### config.mk
export PLATFORM = sky130hd
export DESIGN_NAME = perf_ctr_bank
export DESIGN_NICKNAME = d
export VERILOG_FILES = /design/src/rtl/perf_pkg.sv /design/src/rtl/perf_evt_sel.sv /design/src/rtl/perf_ctr_slot.sv /design/src/rtl/perf_rd_port.sv /design/src/rtl/perf_ctr_bank.sv
export SDC_FILE = /design/constraint.sdc
export NUM_CORES = 1
export LEC_CHECK = 0
export ABC_AREA = 1
export BUFFER_PORTS_ARGS = -buffer_cell sky130_fd_sc_hd__buf_2
export CELL_PAD_IN_SITES_DETAIL_PLACEMENT = 1
export CELL_PAD_IN_SITES_GLOBAL_PLACEMENT = 1
export CORE_UTILIZATION = 45
export CTS_CLUSTER_DIAMETER = 120
export DETAILED_ROUTE_END_ITERATION = 7
export PLACE_DENSITY_LB_ADDON = 0.1
export SYNTH_ARGS = -nofsm -noshare
export SYNTH_HDL_FRONTEND = slang
export SYNTH_SLANG_ARGS = --single-unit
### constraint.sdc
create_clock -name clk -period 6.6 [get_ports clk]
set_clock_uncertainty 0.1 [all_clocks]
set_input_delay 0.66 -clock clk [delete_from_list [all_inputs] [get_ports clk]]
set_output_delay 0.66 -clock clk [all_outputs]
set_load 0.1 [all_outputs]
### src/rtl/perf_pkg.sv
package perf_pkg;
   localparam int PC_NUM_CTRS   = 4;
   localparam int PC_NUM_EVENTS = 54;
   localparam int PC_CTR_W      = 64;
   localparam int PC_CYCLE_CODE = 0;
endpackage

### src/rtl/perf_evt_sel.sv
module perf_evt_sel #(
   parameter int NUM_EVENTS = 54,
   parameter int SEL_W      = 6
) (
   input  logic [NUM_EVENTS-1:0] evt_pulse,
   input  logic [SEL_W-1:0]      sel,
   output logic                  hit
);
   localparam int CODES = 1 << SEL_W;
   logic [CODES-1:0] evt_wide;

   generate
      if (CODES == NUM_EVENTS) begin : g_full
         assign evt_wide = evt_pulse;
      end else begin : g_padded
         assign evt_wide = CODES'(evt_pulse);
      end
   endgenerate

   always_comb begin
      if (sel == SEL_W'(perf_pkg::PC_CYCLE_CODE)) hit = 1'b1;
      else                                         hit = evt_wide[sel];
   end
endmodule

### src/rtl/perf_ctr_slot.sv
module perf_ctr_slot #(
   parameter int NUM_EVENTS = 54,
   parameter int SEL_W      = 6,
   parameter int CTR_W      = 64
) (
   input  logic                  clk,
   input  logic                  rst_n,
   input  logic [NUM_EVENTS-1:0] evt_pulse,
   input  logic                  cfg_we,
   input  logic [SEL_W-1:0]      cfg_sel_in,
   input  logic                  cfg_cor_in,
   input  logic                  rd_hit,
   output logic [CTR_W-1:0]      count_q
);
   logic [SEL_W-1:0] sel_q;
   logic             cor_q;
   logic             evt_hit;

   perf_evt_sel #(.NUM_EVENTS(NUM_EVENTS), .SEL_W(SEL_W)) u_sel (
      .evt_pulse (evt_pulse),
      .sel       (sel_q),
      .hit       (evt_hit)
   );

   always_ff @(posedge clk or negedge rst_n) begin
      if (!rst_n) begin
         sel_q <= '0;
         cor_q <= 1'b0;
      end else if (cfg_we) begin
         sel_q <= cfg_sel_in;
         cor_q <= cfg_cor_in;
      end
   end

   always_ff @(posedge clk or negedge rst_n) begin
      if (!rst_n)                count_q <= '0;
      else if (rd_hit && cor_q)  count_q <= CTR_W'(evt_hit);
      else                       count_q <= count_q + CTR_W'(evt_hit);
   end


   clr_read_chk: assert property (@(posedge clk) disable iff (!rst_n)
      (rd_hit && cor_q) |=> (count_q == CTR_W'($past(evt_hit))));

   keep_read_chk: assert property (@(posedge clk) disable iff (!rst_n)
      (rd_hit && !cor_q) |=> (count_q == $past(count_q) + CTR_W'($past(evt_hit))));

   cfg_keep_chk: assert property (@(posedge clk) disable iff (!rst_n)
      cfg_we |=> (count_q == $past(count_q) + CTR_W'($past(evt_hit))));

   cycle_code_chk: assert property (@(posedge clk) disable iff (!rst_n)
      ((sel_q == '0) && !(rd_hit && cor_q)) |=> (count_q == $past(count_q) + CTR_W'(1)));

   dead_code_chk: assert property (@(posedge clk) disable iff (!rst_n)
      ((int'(sel_q) >= NUM_EVENTS) && !rd_hit) |=> $stable(count_q));
endmodule

### src/rtl/perf_rd_port.sv
module perf_rd_port #(
   parameter int NUM_CTRS = 4,
   parameter int CTR_W    = 64,
   parameter int IDX_W    = 2
) (
   input  logic             clk,
   input  logic             rst_n,
   input  logic [CTR_W-1:0] counts [NUM_CTRS],
   input  logic             rd_req,
   input  logic [IDX_W-1:0] rd_idx,
   output logic             rd_valid,
   output logic [CTR_W-1:0] rd_data
);
   logic             idx_ok;
   logic [CTR_W-1:0] pick;

   assign idx_ok = {1'b0, rd_idx} < (IDX_W+1)'(NUM_CTRS);

   always_comb begin
      pick = '0;
      for (int k = 0; k < NUM_CTRS; k++)
         if (rd_idx == IDX_W'(k)) pick = counts[k];
   end

   always_ff @(posedge clk or negedge rst_n) begin
      if (!rst_n) begin
         rd_valid <= 1'b0;
         rd_data  <= '0;
      end else begin
         rd_valid <= rd_req;
         if (rd_req) rd_data <= idx_ok ? pick : '0;
      end
   end


   rd_valid_chk: assert property (@(posedge clk) disable iff (!rst_n)
      rd_req |=> rd_valid);

   rd_idle_chk: assert property (@(posedge clk) disable iff (!rst_n)
      !rd_req |=> (!rd_valid && $stable(rd_data)));
endmodule

### src/rtl/perf_ctr_bank.sv
module perf_ctr_bank
   import perf_pkg::*;
#(
   parameter int NUM_CTRS   = PC_NUM_CTRS,
   parameter int NUM_EVENTS = PC_NUM_EVENTS,
   parameter int CTR_W      = PC_CTR_W,
   localparam int IDX_W     = $clog2(NUM_CTRS),
   localparam int SEL_W     = $clog2(NUM_EVENTS)
) (
   input  logic                  clk,
   input  logic                  rst_n,
   input  logic [NUM_EVENTS-1:0] evt_pulse,
   input  logic                  reg_valid,
   input  logic                  reg_write,
   input  logic [IDX_W-1:0]      reg_idx,
   input  logic [SEL_W:0]        reg_wdata,
   output logic                  rd_valid,
   output logic [CTR_W-1:0]      rd_data
);
   generate
      if (NUM_CTRS < 2) begin : g_bad_ctrs
         $error("perf_ctr_bank: NUM_CTRS must be at least 2");
      end
      if (NUM_EVENTS < 2) begin : g_bad_evts
         $error("perf_ctr_bank: NUM_EVENTS must be at least 2");
      end
      if (CTR_W < 2) begin : g_bad_width
         $error("perf_ctr_bank: CTR_W must be at least 2");
      end
   endgenerate

   logic             rd_req;
   logic [CTR_W-1:0] counts [NUM_CTRS];
   logic [NUM_CTRS-1:0] wr_sel, rd_sel;

   assign rd_req = reg_valid && !reg_write;

   generate
      for (genvar i = 0; i < NUM_CTRS; i++) begin : g_ctr
         assign wr_sel[i] = reg_valid &&  reg_write && (reg_idx == IDX_W'(i));
         assign rd_sel[i] = rd_req && (reg_idx == IDX_W'(i));

         perf_ctr_slot #(.NUM_EVENTS(NUM_EVENTS), .SEL_W(SEL_W), .CTR_W(CTR_W)) u_slot (
            .clk        (clk),
            .rst_n      (rst_n),
            .evt_pulse  (evt_pulse),
            .cfg_we     (wr_sel[i]),
            .cfg_sel_in (reg_wdata[SEL_W-1:0]),
            .cfg_cor_in (reg_wdata[SEL_W]),
            .rd_hit     (rd_sel[i]),
            .count_q    (counts[i])
         );
      end
   endgenerate

   perf_rd_port #(.NUM_CTRS(NUM_CTRS), .CTR_W(CTR_W), .IDX_W(IDX_W)) u_rd (
      .clk      (clk),
      .rst_n    (rst_n),
      .counts   (counts),
      .rd_req   (rd_req),
      .rd_idx   (reg_idx),
      .rd_valid (rd_valid),
      .rd_data  (rd_data)
   );


   one_target_chk: assert property (@(posedge clk) disable iff (!rst_n)
      $onehot0({wr_sel, rd_sel}));
endmodule

==> impl_metrics.ini, run 1 <==
[outcome]
status = completed

[clocking]
cts_inserted_buffers = 43
postCtsSetupBuffers = 0
root_buffer = clkbuf_16
cts.reportedPaths.clkPinSlew_ns = 0.06
cts.repair.resized = 0
clock-sinks = 349
htree_levels = 2
cts_hold_buf = 0
clock_path_buffers = 3
cts_tree = done
clock_latency_ns = 0.59

[worst_setup_path]
cp-start-kind = flip-flop
crit_path_max_incr_delay_ns = 1.11
r2r_start = g_ctr[3].u_slot.sel_q[0]
cp-end-kind = flip-flop
arrival_ns = 5.01
cp_cell_sequence = clkinv_1 -> a21oi_1 -> o21ai_0 -> nand3_1 -> nand2_1 -> nand2_1 -> nand2_1 -> nand3_1 -> ha_1 -> nand2_2 -> inv_2 -> nand2_1 -> nor2_2 -> nand3_4 -> nor2_4 -> nand4_1 -> nor2_2 -> nand2_1 -> nor3b_2
cp.required_ns = 6.95
crit_path_top_delay_cell = dfrtp_1
critPathMostFrequentCell = nand2_1
crit_fanout = 40
crit_type = reg -> reg
crit_start = g_ctr[3].u_slot.sel_q[0]

[floorplan]
dieArea_um2 = 50900
rows = 81
die_w_um = 226
start_util_pct = 45.8
ios = 132
die_h_um = 226
coreArea_um2 = 49200

[sta]
worst_pin_slew_ns = 1.26
max_freq_mhz = 214
slew_violations = 0
max-slew-margin-rel_pct = 16.0
setup_viol = 0
fin_tns_setup_ns = 0
rsz0062_at_grt = false
fin_ws_ns = 1.93
hold_viol = 0
fin_crit_sh_pct = 70.7
fin_crit_ns = 4.67

[power_and_ir_drop]
p_int_mw = 4.38
vdd.ir_drop.worst_mv = 0.225
p_sw_mw = 2.96
pwr-share-clk_pct = 33.9
sw_frac_of_total_pct = 40.4
pwr_density_cell_nw_per_um2 = 291
p_leak_nw = 11.3
p_seq_share_pct = 38.7
share_comb_of_total_power_pct = 27.4

[flow_run]
drv_cap = 0

[logic_synthesis]
syn_inst = 3237
synthTopCellsByArea = dfrtp_1, nand2_1, nor2_1, inv_1, o21ai_0
synth_seq_area_share_pct = 38.8
synth_edf_count = 0
async_flop_share_pct = 100
synth.distinct_cells = 46
syn_avg_cell_area_um2 = 6.95
synth.largest_area_cell = dfrtp_1
synth_top_area_share_pct = 38.8
syn_nets = 3312
netlist_area_um2 = 22500
synth_seq_cells = 349
ys.flop_type = dfrtp_1
synth_warnings = 0

[grt]
grt_max_degree = 163
overflow = 0
track_usage_pct = 41.6
antenna_found_initial = 8
grt_pass1_wl_um = 156000
grt_pass1_vias = 24800

[final_layout]
nFillCells = 6435
drive_gt1_share_pct = 9.99
fin_util_pct = 51.3
syn_to_final_growth_pct = 12.1
nNetsFinal = 3407

[placed_design]
pre_cts_slack_ns = 2.13
place_hpwl_um = 82600
gp_congestion = 1.03
io_buffers = 131

[route]
drc_errors = 0
dr.pass1.iters = 6
wl_per_cell_um = 26.0
vias = 24500
detail_route.vias_per_cell = 6.07
wirelength_um = 105000
drtIter0Drc = 2683
ant_nets = 0

[min_path]
hold_class = in -> async
==> path summary, 6_finish.rpt <==
check / endpoint / slack, ns / cells past startpoint
min in group clk: g_ctr[3].u_slot.sel_q[5] / 0.21 / 3
hold / removal: g_ctr[3].u_slot.count_q[10] / 0.06 / 1
hold reg to reg: u_rd.rd_data[59] / 0.38 / 2
setup / recovery: g_ctr[3].u_slot.count_q[52] / 1.93 / 19
setup reg to reg: g_ctr[3].u_slot.count_q[52] / 1.93 / 19
max in group asynchronous: g_ctr[1].u_slot.count_q[4] / 4.94 / 2
==> routing by layer <==
metal / vias up / routed length, um / GRT usage [%]
met3: 273 / 8030 / 7.48
li1: 10900 / - / -
met5: - / 69 / 0
met4: 10 / 6280 / 22.6
met2: 1050 / 48000 / 66.8
met1: 12200 / 42500 / 52.9
==> flip-flops by register name, indices dropped and copies added, names as in the netlist <==
register	flops
g_ctr.u_slot.count_q	256
u_rd.rd_valid	1
g_ctr.u_slot.cor_q	4
g_ctr.u_slot.sel_q	24
u_rd.rd_data	64
==> per-stage QoR <==
stage / instances / hold slack, ns / total power [mW] / instance area, um2
after floorplan: 3237 / 0.264 / 4.06 / 22500
after global placement: 3951 / 0.359 / 4.73 / 23800
after detailed placement: 3951 / 0.367 / 4.82 / 23800
after CTS: 4029 / 0.105 / 7.30 / 25200
after global routing: 4029 / 0.111 / 7.61 / 25200
final: 4031 / 0.0565 / 7.34 / 25200
==> synth_stat cells, types with 8 or more instances <==
cell and instances:
nand3b_1 9, nand4_1 93, clkbuf_1 63, buf_2 28
o21ai_1 11, nor3_2 21, xor2_1 89, nor2_1 446
nand3_1 207, buf_1 9, a31oi_1 12, nand2_1 798
o21ai_0 218, ha_1 8, a221oi_1 59, inv_2 19
a21oi_1 117, inv_1 355, nor2_2 18, nand2_2 13
o211ai_1 18, o21a_1 12, nor3_1 135, dfrtp_1 349
nor4_1 22, xnor2_1 18, nor2_4 13, o22ai_1 34
==> logic make-up (layout without fill, tap and decap cells) <==
group	count (synthesis)	count (layout)	synth area share (%)
AOI/OAI and AO/OA	484	484	12.4
adders and majority gates	8	8	0.445
other	0	2	0
xor gates and xnor gates	107	107	4.16
and+or+nand+nor	1811	1811	36.1
DFF	349	349	38.8
buffers and inverters	478	606	8.13
==> layout make-up <==
cell class              instances  area [um2]  share of cell area (%)
clock buffers                  63        1310                    5.21
flip-flops and latches        349        8730                    34.6
clock inverters                15         148                   0.585
repair buffers                150         821                    3.25
well taps                     664         831                    3.29
diodes                          2        5.00                  0.0198
inverters                     378        1420                    5.63
multi-input cells            2410       12000                    47.4
==> cells in the final DEF (no fill, tap or decap), drive strengths merged, types with 17 or more instances in the layout <==
cell	instances
xor2	89
nand4	97
clkinv	17
nand2	814
inv	374
xnor2	18
nand3	212
a221oi	59
a21oi	117
o21ai	229
dfrtp	349
clkbuf	63
nor4	25
o211ai	18
o22ai	34
buf	150
nor2	478
nor3	160
==> critical path, delay by kind of cell (launching register included) <==
kind,cells,cell delay (ns)
simple gates,14,1.76
flops,1,1.11
compound gates,2,0.46
buf+inv,2,0.91
fa+ha+maj,1,0.18
==> power groups by stage <==
stage          clock network [mW]  registers [mW]  logic (mW)
3_3_place_gp                    0            2.84        1.90
4_1_cts                      2.50            2.82        1.98
3_5_place_dp                    0            2.86        1.96
2_1_floorplan                   0            3.04        1.03
5_1_grt                      2.57            2.87        2.17
6_report                     2.49            2.84        2.01
(Power assumes the default switching activity.)
==> inputs of run 2 (changes only) <==
--- a/config.mk
+++ b/config.mk
@@ -9,7 +9,7 @@
 export BUFFER_PORTS_ARGS = -buffer_cell sky130_fd_sc_hd__buf_2
 export CELL_PAD_IN_SITES_DETAIL_PLACEMENT = 1
 export CELL_PAD_IN_SITES_GLOBAL_PLACEMENT = 1
-export CORE_UTILIZATION = 45
+export CORE_UTILIZATION = 41
 export CTS_CLUSTER_DIAMETER = 120
 export DETAILED_ROUTE_END_ITERATION = 7
 export PLACE_DENSITY_LB_ADDON = 0.1
==> constraint.sdc (replaced) <==
create_clock -name clk -period 3.74 [get_ports clk]
set_clock_uncertainty 0.1 [all_clocks]
set_input_delay 0.374 -clock clk [delete_from_list [all_inputs] [get_ports clk]]
set_output_delay 0.374 -clock clk [all_outputs]
set_load 0.1 [all_outputs]
==> impl_metrics.ini, run 2 (synthesis results as in run 1) <==
[outcome]
status = completed

[final_layout]
syn_to_final_growth_pct = 14.9
regMostFlops = g_ctr.u_slot.count_q
finalInstanceArea_um2 = 25900
nNetsFinal = 3462
final_cell_mix = nand2_1, nor2_1, inv_1
drive_gt1_share_pct = 11.4
layout_commonest_cell = nand2_1
largest_reg_flops = 256
nFillCells = 6995
largest_registers = g_ctr.u_slot.count_q (256), u_rd.rd_data (64), g_ctr.u_slot.sel_q (24)

[worst_setup_path]
cp.required_ns = 4.10
arrival_ns = 3.88
cp-start-kind = flip-flop
crit_end = g_ctr[1].u_slot.count_q[63]
cp-end-kind = flip-flop
timing.reg2reg.setup_slack_ns = 0.22
crit_start = g_ctr[1].u_slot.sel_q[2]
r2r_start = g_ctr[1].u_slot.sel_q[2]
reg2reg_depth = 20
crit_type = reg -> reg
crit_fanout = 8
timing.rr.end = g_ctr[1].u_slot.count_q[63]

[grt]
track_usage_pct = 38.7
grt_pass1_wl_um = 161000
grt_pass1_vias = 25000
overflow = 0
antenna_found_initial = 7
grt_max_degree = 104

[route]
met2WireLength_um = 50500
drc_errors = 0
met1Wirelength_um = 44000
detail_route.vias_per_cell = 5.92
vias = 24400
routed-wl-met3_um = 6920
top_layer = met5
ant_nets = 0
dr.pass1.iters = 5
drtIter0Drc = 2341
wl_per_cell_um = 26.1
wirelength_um = 108000

[flow_run]
drv_cap = 0

[placed_design]
io_buffers = 131
gp_congestion = 1.06
place_hpwl_um = 85900
placed_cell_area_um2 = 24200

[floorplan]
dieArea_um2 = 55800
coreArea_um2 = 54000
die_w_um = 236
die_h_um = 236
start_util_pct = 41.7
rows = 85
ios = 132

[clocking]
clock_path_buffers = 3
clock-sinks = 349
root_buffer = clkbuf_16
cts_inserted_buffers = 44
cts.reportedPaths.clkPinSlew_ns = 0.06
htree_levels = 2
cts_tree = done
clock_latency_ns = 0.60

[sta]
hold_viol = 0
worst_pin_slew_ns = 1.08
max-slew-margin-rel_pct = 27.6
fin_crit_ns = 3.52
setup_viol = 0
slew_violations = 0
max_freq_mhz = 284
fin_crit_sh_pct = 94.1

[power_and_ir_drop]
p_leak_nw = 11.6
pwr_density_cell_nw_per_um2 = 510
power_mw = 13.2
vdd.ir_drop.worst_mv = 0.370

[min_path]
hold_class = in -> reg
-- run 2: cell count changes in the layout (fill, tap and decap cells not counted), sizes merged --
cell	delta
buf	+43
bufinv	+1
clkbuf	+5
clkinv	-5
clkinvlp	+5
dlygate4sd3	+9
inv	-1
-- run 2: layout make-up --
type	instances	area, um2	share of cell area [%]
timing repair buffer	202	1310	5.06
tap	696	871	3.37
multi-input combinational	2410	12000	46.3
clock buffer	68	1350	5.23
sequential	349	8740	33.8
antenna	2	5.00	0.0194
timing repair inverter	2	12.5	0.0484
clock inverter	13	176	0.682
inverter	378	1430	5.54
-- run 2: per-layer routing --
layer | up-vias | track usage [%]
met1 | 12200 | 48.9
met3 | 272 | 6.27
met5 | - | 0
met4 | 10 | 20.5
met2 | 911 | 63.6
li1 | 11000 | -
-- run 2: how the worst min path moves through the flow --
| stage | depth (start not counted) | startpoint | slack, ns | endpoint |
|---|---|---|---|---|
| after floorplan | 0 | rst_n | -0.02 | g_ctr[0].u_slot.cor_q |
| after global placement | 1 | rst_n | 0.23 | g_ctr[2].u_slot.count_q[33] |
| after detailed placement | 1 | rst_n | 0.23 | g_ctr[2].u_slot.count_q[33] |
| after CTS | 3 | reg_wdata[1] | 0.01 | g_ctr[3].u_slot.sel_q[1] |
| after global routing | 3 | reg_wdata[1] | 0.07 | g_ctr[3].u_slot.sel_q[1] |
| final | 3 | reg_wdata[1] | 0.05 | g_ctr[3].u_slot.sel_q[1] |
-- run 2: timing repair --
item / in CTS / in global routing
buffers inserted: 0 / 4
resized for setup: 0 / 13
hold buffers: 9 / 0
hold endpoints to repair: 48 / 0
endpoints found under the setup margin: 0 / 23
-- run 2: where the power goes --
group	switching, mW	internal [mW]	total [mW]
sequential	0.676	4.31	4.99
clock	1.86	2.70	4.56
combinational	2.73	0.918	3.65
-- run 2: stage by stage --
step	util (%)	worst slack, ns	setup TNS (ns)	hold slack, ns	std cells
2_1_floorplan	-	1.02	0	-0.0216	3237
4_1_cts	47.7	0.122	0	0.0125	4112
5_1_grt	47.8	-0.00671	-0.00671	0.0668	4118
6_report	47.9	0.221	0	0.0536	4120
3_5_place_dp	44.7	0.125	0	0.230	4022
3_3_place_gp	44.7	0.237	0	0.228	4022
-- run 2: critical path, stage by stage (launching register included) --
cell,delay (ns)
dfrtp_1,0.51
nor2_1,0.37
nand3_1,0.13
nand2_1,0.09
inv_1,0.04
nand3_1,0.07
nand3_1,0.07
nand2_1,0.06
nand2_1,0.05
nand3_1,0.17
ha_1,0.18
nand2_1,0.07
inv_1,0.08
nand2_2,0.09
nor2_2,0.24
inv_2,0.10
nor2_1,0.27
nand2_1,0.16
nor2_1,0.33
xnor2_1,0.16
nor2_1,0.05
==> inputs of run 3 (changes only) <==
--- a/config.mk
+++ b/config.mk
@@ -7,12 +7,10 @@
 export LEC_CHECK = 0
 export ABC_AREA = 1
 export BUFFER_PORTS_ARGS = -buffer_cell sky130_fd_sc_hd__buf_2
-export CELL_PAD_IN_SITES_DETAIL_PLACEMENT = 1
-export CELL_PAD_IN_SITES_GLOBAL_PLACEMENT = 1
-export CORE_UTILIZATION = 41
+export CORE_UTILIZATION = 45
 export CTS_CLUSTER_DIAMETER = 120
 export DETAILED_ROUTE_END_ITERATION = 7
-export PLACE_DENSITY_LB_ADDON = 0.1
+export SKIP_CTS_REPAIR_TIMING = 1
 export SYNTH_ARGS = -nofsm -noshare
 export SYNTH_HDL_FRONTEND = slang
 export SYNTH_SLANG_ARGS = --single-unit
==> impl_metrics.ini, run 3 (synthesis results as in run 1) <==
[final_layout]
drive_gt1_share_pct = 10.6
final_cell_mix = nand2_1, nor2_1, inv_1
largest_registers = g_ctr.u_slot.count_q (256), u_rd.rd_data (64), g_ctr.u_slot.sel_q (24)
nNetsFinal = 3438
largest_reg_flops = 256
num_antenna_cells = 0
syn_to_final_growth_pct = 13.7
layout_commonest_cell = nand2_1
regMostFlops = g_ctr.u_slot.count_q

[grt]
overflow = 0
grt_pass1_vias = 22300
grt_pass1_wl_um = 139000
track_usage_pct = 37.1
grt_max_degree = 101
antenna_found_initial = 1

[worst_setup_path]
critPathMostFrequentCell = nand3_1
crit_path_top_delay_cell = dfrtp_1
timing.rr.end = g_ctr[1].u_slot.count_q[46]
crit_path_max_incr_delay_ns = 0.43
crit_type = reg -> reg
timing.reg2reg.setup_slack_ns = 0.37
cpLargestDelayFamily = simple AND/OR/NAND/NOR gates
arrival_ns = 3.74
r2r_start = g_ctr[1].u_slot.sel_q[1]
cp_cell_sequence = inv_1 -> nor2_1 -> nand3_1 -> nand2_1 -> inv_1 -> nand3_1 -> nand3_1 -> nand2_1 -> nand2_1 -> nand3_1 -> ha_1 -> nand2_1 -> inv_1 -> nand2_2 -> inv_1 -> nand3_1 -> nor2_1 -> nand4_1 -> xor2_1 -> nor2_1
crit_fanout = 6
cp.required_ns = 4.11
reg2reg_depth = 20
cp_num_buf_inv = 4
cp-end-kind = flip-flop
cp-start-kind = flip-flop

[placed_design]
place_hpwl_um = 73100
io_buffers = 131
gp_congestion = 1.03

[clocking]
root_buffer = clkbuf_16
cts_tree = done
clock-sinks = 349
clock_latency_ns = 0.60
cts.reportedPaths.clkPinSlew_ns = 0.06
htree_levels = 2
cts_inserted_buffers = 42
clock_path_buffers = 3

[flow_run]
drv_cap = 0

[min_path]
hold_class = in -> reg
min_to = g_ctr[3].u_slot.sel_q[4]
hold_start = reg_wdata[4]
whs_path_depth = 3

[power_and_ir_drop]
pwr_density_cell_nw_per_um2 = 506
vdd.ir_drop.worst_mv = 0.417
p_leak_nw = 11.5

[floorplan]
ios = 132
die_w_um = 226
coreArea_um2 = 49200
rows = 81
start_util_pct = 45.8
dieArea_um2 = 50900
die_h_um = 226

[outcome]
violations = negative hold slack
status = complete, but fails checks

[route]
dr.pass1.iters = 6
wirelength_um = 93400
detail_route.vias_per_cell = 5.76
wl_per_cell_um = 23.0
ant_nets = 0
drc_errors = 0
vias = 23400
drtIter0Drc = 2122

[sta]
max-slew-margin-rel_pct = 20.8
hold_viol = 3
fin_tns_setup_ns = 0
whs_ns = -0.0320
max_freq_mhz = 296
setup_viol = 0
rsz0062_at_grt = false
fin_crit_sh_pct = 90.2
fin_crit_ns = 3.37
slew_violations = 0
worst_pin_slew_ns = 1.18
## run 3: power breakdown
| group | total, mW | internal (mW) | leakage [nW] | switching [mW] |
|---|---|---|---|---|
| registers | 4.94 | 4.31 | 4.62 | 0.629 |
| logic | 3.41 | 0.889 | 6.15 | 2.52 |
| clock network | 4.61 | 2.86 | 0.753 | 1.75 |
| total | 13.0 | 8.06 | 11.5 | 4.89 |
## run 3: area by class of cell
class                   instances  area [um2]
fillers                      4929       23600
multi-input cells            2410       12000
flip-flops and latches        349        8730
inverters                     378        1420
clock buffers                  57        1200
repair buffers                182        1110
well taps                     664         831
clock inverters                17         333
## run 3: per-layer routing
layer / GRT usage, % / wire length (um) / up-vias
met2: 57.3 / 41000 / 1036
li1: - / - / 11000
met3: 6.47 / 7140 / 267
met1: 48.6 / 39100 / 11100
met4: 22.4 / 6190 / 2
met5: 0 / 13 / -
## run 3: worst max-delay path by stage
| stage | start | to | slack, ns | cells after the start |
|---|---|---|---|---|
| floorplan | g_ctr[0].u_slot.sel_q[0] | g_ctr[0].u_slot.count_q[50] | 1.02 | 25 |
| global placement | g_ctr[0].u_slot.sel_q[0] | g_ctr[0].u_slot.count_q[58] | 0.31 | 20 |
| detailed placement | g_ctr[0].u_slot.sel_q[0] | g_ctr[0].u_slot.count_q[58] | 0.27 | 20 |
| CTS | g_ctr[0].u_slot.sel_q[0] | g_ctr[0].u_slot.count_q[58] | 0.26 | 20 |
| global route | g_ctr[0].u_slot.sel_q[0] | g_ctr[0].u_slot.count_q[50] | 0.03 | 21 |
| finish | g_ctr[1].u_slot.sel_q[1] | g_ctr[1].u_slot.count_q[46] | 0.37 | 20 |
## run 3: worst register-to-register path, stage by stage (launching register included)
cell,delay (ns)
dfrtp_1,0.43
inv_1,0.12
nor2_1,0.29
nand3_1,0.13
nand2_1,0.08
inv_1,0.04
nand3_1,0.07
nand3_1,0.07
nand2_1,0.06
nand2_1,0.05
nand3_1,0.19
ha_1,0.18
nand2_1,0.09
inv_1,0.10
nand2_2,0.09
inv_1,0.14
nand3_1,0.19
nor2_1,0.43
nand4_1,0.20
xor2_1,0.17
nor2_1,0.05
## run 3: through the flow
stage	power [mW]	util [%]	instance area, um2	std cells	setup WS, ns
after floorplan	7.17	-	22500	3237	1.02
after global placement	8.29	48.8	24000	3977	0.312
after detailed placement	8.34	48.8	24000	3977	0.268
after CTS	13.0	51.9	25500	4051	0.264
after global routing	13.6	52.0	25600	4057	0.0302
final	13.0	52.0	25600	4057	0.367
